===== src/rtl/pair_pkg.sv =====
package pair_pkg;
  parameter int REG_IDX_W    = 4;
  parameter int EXT_CNT_W    = 5;
  parameter int SLOT_EXT_MAX = 6;
  parameter int NUM_SRC      = 2;

  localparam int CNT_W = $clog2(NUM_SRC + 1);

  typedef enum logic [2:0] {
    CLS_ALU  = 3'd0,
    CLS_MOVL = 3'd1,
    CLS_LEA  = 3'd2,
    CLS_MOVI = 3'd3,
    CLS_MOVQ = 3'd4,
    CLS_CLRL = 3'd5,
    CLS_BRNT = 3'd6,
    CLS_SOLO = 3'd7
  } instClass_t;

  typedef enum logic [1:0] {
    SZ_BYTE = 2'd0,
    SZ_WORD = 2'd1,
    SZ_LONG = 2'd2,
    SZ_RSVD = 2'd3
  } opSize_t;

  // datapath -> control: comparator results
  typedef struct packed {
    logic [NUM_SRC-1:0] srcHit;
    logic               secExtFits;
    logic               priDstIsData;
  } hazInfo_t;

  // control -> datapath: issue strobes
  typedef struct packed {
    logic               issuePri;
    logic               issueSec;
    logic [NUM_SRC-1:0] fwdSel;
  } issueStrobe_t;
endpackage


===== src/rtl/pair_datapath.sv =====
module pair_datapath
  import pair_pkg::*;
(
  input  logic                          clk,
  input  logic                          rstN,
  input  logic [REG_IDX_W-1:0]          priDst,
  input  logic                          priDstEn,
  input  logic [NUM_SRC-1:0][REG_IDX_W-1:0] secSrc,
  input  logic [NUM_SRC-1:0]            secSrcEn,
  input  logic [EXT_CNT_W-1:0]          secExt,
  input  issueStrobe_t                  strobe,
  output hazInfo_t                      haz,
  output logic                          priIssueQ,
  output logic                          secIssueQ,
  output logic [NUM_SRC-1:0]            secFwdQ,
  output logic [1:0]                    consumedQ
);
  logic [NUM_SRC-1:0] srcHit;

  // one comparator per secondary source operand
  for (genvar g = 0; g < NUM_SRC; g++) begin : g_cmp
    assign srcHit[g] = secSrcEn[g] && priDstEn && (secSrc[g] == priDst);
  end

  assign haz.srcHit       = srcHit;
  assign haz.secExtFits   = (secExt <= EXT_CNT_W'(SLOT_EXT_MAX));
  assign haz.priDstIsData = ~priDst[REG_IDX_W-1];

  logic [1:0] issueCount;
  assign issueCount = {1'b0, strobe.issuePri} + {1'b0, strobe.issueSec};

  always_ff @(posedge clk or negedge rstN) begin
    if (!rstN) begin
      priIssueQ <= 1'b0;
      secIssueQ <= 1'b0;
      secFwdQ   <= '0;
      consumedQ <= 2'd0;
    end else begin
      priIssueQ <= strobe.issuePri;
      secIssueQ <= strobe.issueSec;
      secFwdQ   <= strobe.fwdSel;
      consumedQ <= issueCount;
    end
  end
endmodule


===== src/rtl/pair_ctrl.sv =====
module pair_ctrl
  import pair_pkg::*;
(
  input  logic         stall,
  input  logic         priValid,
  input  instClass_t   priCls,
  input  opSize_t      priSize,
  input  logic         secValid,
  input  instClass_t   secCls,
  input  hazInfo_t     haz,
  output issueStrobe_t strobe
);
  logic earlyClass;
  logic earlyOk;
  logic priGo;
  logic secClassOk;
  logic priPairOk;
  logic depBlock;
  logic secGo;

  always_comb begin
    unique case (priCls)
      CLS_MOVL, CLS_LEA, CLS_MOVI, CLS_MOVQ: earlyClass = 1'b1;
      CLS_CLRL:                             earlyClass = haz.priDstIsData;
      default:                              earlyClass = 1'b0;
    endcase
  end

  assign earlyOk    = earlyClass && (priSize == SZ_LONG);
  assign priGo      = priValid && !stall;
  assign secClassOk = (secCls != CLS_SOLO) && (secCls != CLS_BRNT);
  assign priPairOk  = (priCls != CLS_SOLO);
  assign depBlock   = (|haz.srcHit) && !earlyOk;
  assign secGo      = priGo && secValid && secClassOk && priPairOk &&
                      haz.secExtFits && !depBlock;

  assign strobe.issuePri = priGo;
  assign strobe.issueSec = secGo;
  assign strobe.fwdSel   = secGo ? haz.srcHit : '0;
endmodule


===== src/rtl/dual_issue_pair.sv =====
module dual_issue_pair
  import pair_pkg::*;
(
  input  logic                 clk,
  input  logic                 rstN,
  input  logic                 stall,
  input  logic                 s0Valid,
  input  logic [2:0]           s0Class,
  input  logic [REG_IDX_W-1:0] s0SrcA,
  input  logic                 s0SrcAEn,
  input  logic [REG_IDX_W-1:0] s0SrcB,
  input  logic                 s0SrcBEn,
  input  logic [REG_IDX_W-1:0] s0Dst,
  input  logic                 s0DstEn,
  input  logic [1:0]           s0Size,
  input  logic [EXT_CNT_W-1:0] s0Ext,
  input  logic                 s1Valid,
  input  logic [2:0]           s1Class,
  input  logic [REG_IDX_W-1:0] s1SrcA,
  input  logic                 s1SrcAEn,
  input  logic [REG_IDX_W-1:0] s1SrcB,
  input  logic                 s1SrcBEn,
  input  logic [REG_IDX_W-1:0] s1Dst,
  input  logic                 s1DstEn,
  input  logic [1:0]           s1Size,
  input  logic [EXT_CNT_W-1:0] s1Ext,
  output logic                 priIssue,
  output logic                 secIssue,
  output logic                 secFwdA,
  output logic                 secFwdB,
  output logic [1:0]           consumed
);
  hazInfo_t     haz;
  issueStrobe_t strobe;
  logic [NUM_SRC-1:0] secFwdQ;
  logic [NUM_SRC-1:0][REG_IDX_W-1:0] secSrc;
  logic [NUM_SRC-1:0] secSrcEn;

  // fields the pairing decision does not look at
  logic unusedFields;
  assign unusedFields = ^{s0SrcA, s0SrcAEn, s0SrcB, s0SrcBEn, s0Ext,
                          s1Dst, s1DstEn, s1Size};

  assign secSrc   = {s1SrcB, s1SrcA};
  assign secSrcEn = {s1SrcBEn, s1SrcAEn};

  pair_datapath u_dp (
    .clk       (clk),
    .rstN      (rstN),
    .priDst    (s0Dst),
    .priDstEn  (s0DstEn),
    .secSrc    (secSrc),
    .secSrcEn  (secSrcEn),
    .secExt    (s1Ext),
    .strobe    (strobe),
    .haz       (haz),
    .priIssueQ (priIssue),
    .secIssueQ (secIssue),
    .secFwdQ   (secFwdQ),
    .consumedQ (consumed)
  );

  pair_ctrl u_ctrl (
    .stall    (stall),
    .priValid (s0Valid),
    .priCls   (instClass_t'(s0Class)),
    .priSize  (opSize_t'(s0Size)),
    .secValid (s1Valid),
    .secCls   (instClass_t'(s1Class)),
    .haz      (haz),
    .strobe   (strobe)
  );

  assign secFwdA = secFwdQ[0];
  assign secFwdB = secFwdQ[1];
endmodule


===== config.mk =====
export PLATFORM = sky130hd
export DESIGN_NAME = dual_issue_pair
export DESIGN_NICKNAME = d
export VERILOG_FILES = /design/src/rtl/pair_pkg.sv /design/src/rtl/pair_datapath.sv /design/src/rtl/pair_ctrl.sv /design/src/rtl/dual_issue_pair.sv
export SDC_FILE = /design/constraint.sdc
export NUM_CORES = 1
export LEC_CHECK = 0
export BUFFER_PORTS_ARGS = -buffer_cell sky130_fd_sc_hd__buf_2
export CORE_MARGIN = 2
export CORE_UTILIZATION = 26
export DETAILED_ROUTE_END_ITERATION = 6
export MAX_ROUTING_LAYER = met4
export PLACE_DENSITY_LB_ADDON = 0.05
export SYNTH_ARGS = -nofsm -noshare
export SYNTH_HDL_FRONTEND = slang
export SYNTH_SLANG_ARGS = --single-unit

===== constraint.sdc =====
create_clock -name clk -period 0.8 [get_ports clk]
set_input_delay 0.16 -clock clk [delete_from_list [all_inputs] [get_ports clk]]
set_output_delay 0.16 -clock clk [all_outputs]
set_load 0.05 [all_outputs]

==> qor.csv <==
metric;value;unit
tritoncts;yes;
p_total;0.821;mW
grt_use_total;0.111;
rows;13;
grt_pass1_vias;418;
timing.setup.critical_path_class;in2reg;
dieHeight;41.9;µm
cts_buffer_depth;2;
fin_crit_sh;1.80;
gp_congestion;0.734;
peakVddDrop;370;µV
netlist_instances;38;
cp.arrival;1.61;ns
firstDrtPassIters;4;
finalNonFillerCells;101;
violations;negative setup slack;
ys.flop_type;dfrtp_1;
status;finished, violations left;
area_growth;99.7;%
start_util;0.283;
cts-htree-levels;1;
cp.required;0.98;ns
antenna_found_initial;0;
yosys-top-cells-area;dfrtp_1 (40%), inv_1 (6.0%), a222oi_1 (5.4%);
synth_async_sr_flop_share;1.00;
dieArea;1750;µm²
syn_nets;94;
avgSynthCellArea;9.81;µm²
grt_setup_unrepaired;true;
synth_top_cell_by_area;dfrtp_1;
post_drt_wl_per_cell;9.98;µm
finalWorstSetupSlack;-0.637;ns
hp-class;in2reg;
final_core_util;0.565;
dr.first_iter.drc_count;19;
antennaDiodeCount;0;
power.density;1100;nW/µm²
fmaxAchievable;696;MHz
cp-start-kind;input port;
synth_enable_flop_cells;0;
finalHoldViolations;0;
period_needed;1.44;ns
ys_warn_count;0;
setup_violations;11;
vias;463;
core;1320;µm²
place_inst;96;
globalRouteOverflowTotal;0;
avgViaCountPerCell;4.58;
grt_max_degree;7;
wirelength;1.01;mm
io_buffers;37;
final_max_slew_viol_count;0;
ant_nets;0;
cts_inserted_buffers;3;
cts_root_buf;clkbuf_4;
fin_hold_ws;0.209;ns
clkSlewWorstSetupHoldPaths;0.04;ns
power_leakage;0.399;nW
cts_num_sinks;6;
die_w;41.9;µm
drive_gt1_frac;0.674;
tightestPinTransition;0.262;ns
slew_headroom;0.825;
cap_violations;0;
drc_errors;0;
grt_first_pass_wirelength;1.51;mm
nets;144;
ioPinCount;61;
yosysTopAreaCellShare;0.403;
synth-seq-cells;6;
ys_types;21;
synthesis.area;373;µm²
yosysSeqAreaShare;0.403;
worstSetupEndpointType;flop;
hpwl;856;µm
path_max_fanout;3;
==> through the flow <==
step | instance area [µm²] | setup WS [ns] | TNS, ns
after floorplan | 379 | -0.707 | -2.37
after global placement | 628 | -0.878 | -3.24
after detailed placement | 628 | -0.898 | -3.29
after CTS | 736 | -0.633 | -2.63
after global routing | 744 | -0.697 | -3.10
final | 744 | -0.637 | -2.64
==> worst max-delay path, cell delays in order <==
cell	delay, ns
buf_6	0.09
a222oi_1	0.31
or4b_4	0.51
a21oi_2	0.17
nor2b_1	0.07
ha_2	0.30
==> path summary, 6_finish.rpt <==
check / start / end / slack [ns] / cells past startpoint
min in group asynchronous: rstN / u_dp.secIssueQ / 0.27 / 2
setup / recovery: s0Dst[0] / u_dp.consumedQ[0] / -0.64 / 6
hold / removal: stall / u_dp.priIssueQ / 0.21 / 3
max in group asynchronous: rstN / u_dp.priIssueQ / 0.39 / 2
==> kinds of logic (layout without fill, tap and decap cells) <==
| logic type | after synthesis | count (layout) | share of synthesized area |
|---|---|---|---|
| flops | 6 | 6 | 0.403 |
| compound gates | 11 | 11 | 0.248 |
| xor+xnor | 2 | 2 | 0.0470 |
| buf+inv | 7 | 55 | 0.0705 |
| fa+ha+maj | 1 | 1 | 0.0336 |
| simple gates | 11 | 11 | 0.198 |
==> state kept, by name (all words and copies together) (netlist names) <==
register,cells
u_dp.priIssueQ,1
u_dp.secIssueQ,1
u_dp.consumedQ,2
u_dp.secFwdQ,2
==> Yosys cell counts (all sizes together), types with 2 or more instances <==
library cell and instances:
o22ai 2, o211ai 2, a21oi 2, xor2 2, or4b 2, a222oi 2
dfrtp 6, inv 7, nor2b 3, nor2 2
==> cell type report <==
class,count,area (µm²)
fill,124,573
timing repair buffer,45,313
multi-input combinational,25,214
sequential,6,150
inverter,7,26.3
clock buffer,3,22.5
tap,15,18.8
==> report_power, final <==
group          switching (mW)  total [mW]  internal, mW
sequential            0.00296       0.314         0.311
combinational           0.102       0.239         0.137
clock                  0.0991       0.268         0.169
total                   0.204       0.821         0.617
==> timing repair <==
item,4_1_cts,5_1_grt
endpoints found under the setup margin,11,11
pin swaps,5,4
resized for setup,20,2
hold buffers,1,0
endpoints found under the hold margin,6,0
buffers inserted,1,0
==> metal layers <==
metal	wire length [µm]	share of wire	global-route usage
met3	99	0.098	0.0130
met1	381	0.38	0.129
met5	0	0	-
met2	527	0.52	0.184
met4	0	0	0.0581
==> layout by cell type, fill, tap and decap left out, drive strengths merged <==
cell type	count
nor2	2
a21o	1
buf	44
xor2	2
nand2	1
o211ai	2
inv	7
a222oi	2
ha	1
dlygate4sd3	1
dfrtp	6
nor2b	3
or4b	2
o22ai	2
clkbuf	3
nand4b	1
a21oi	2
nor3	1
and3	1
a311oi	1
a2111oi	1
Note: power is estimated with default switching activity, not from simulation.
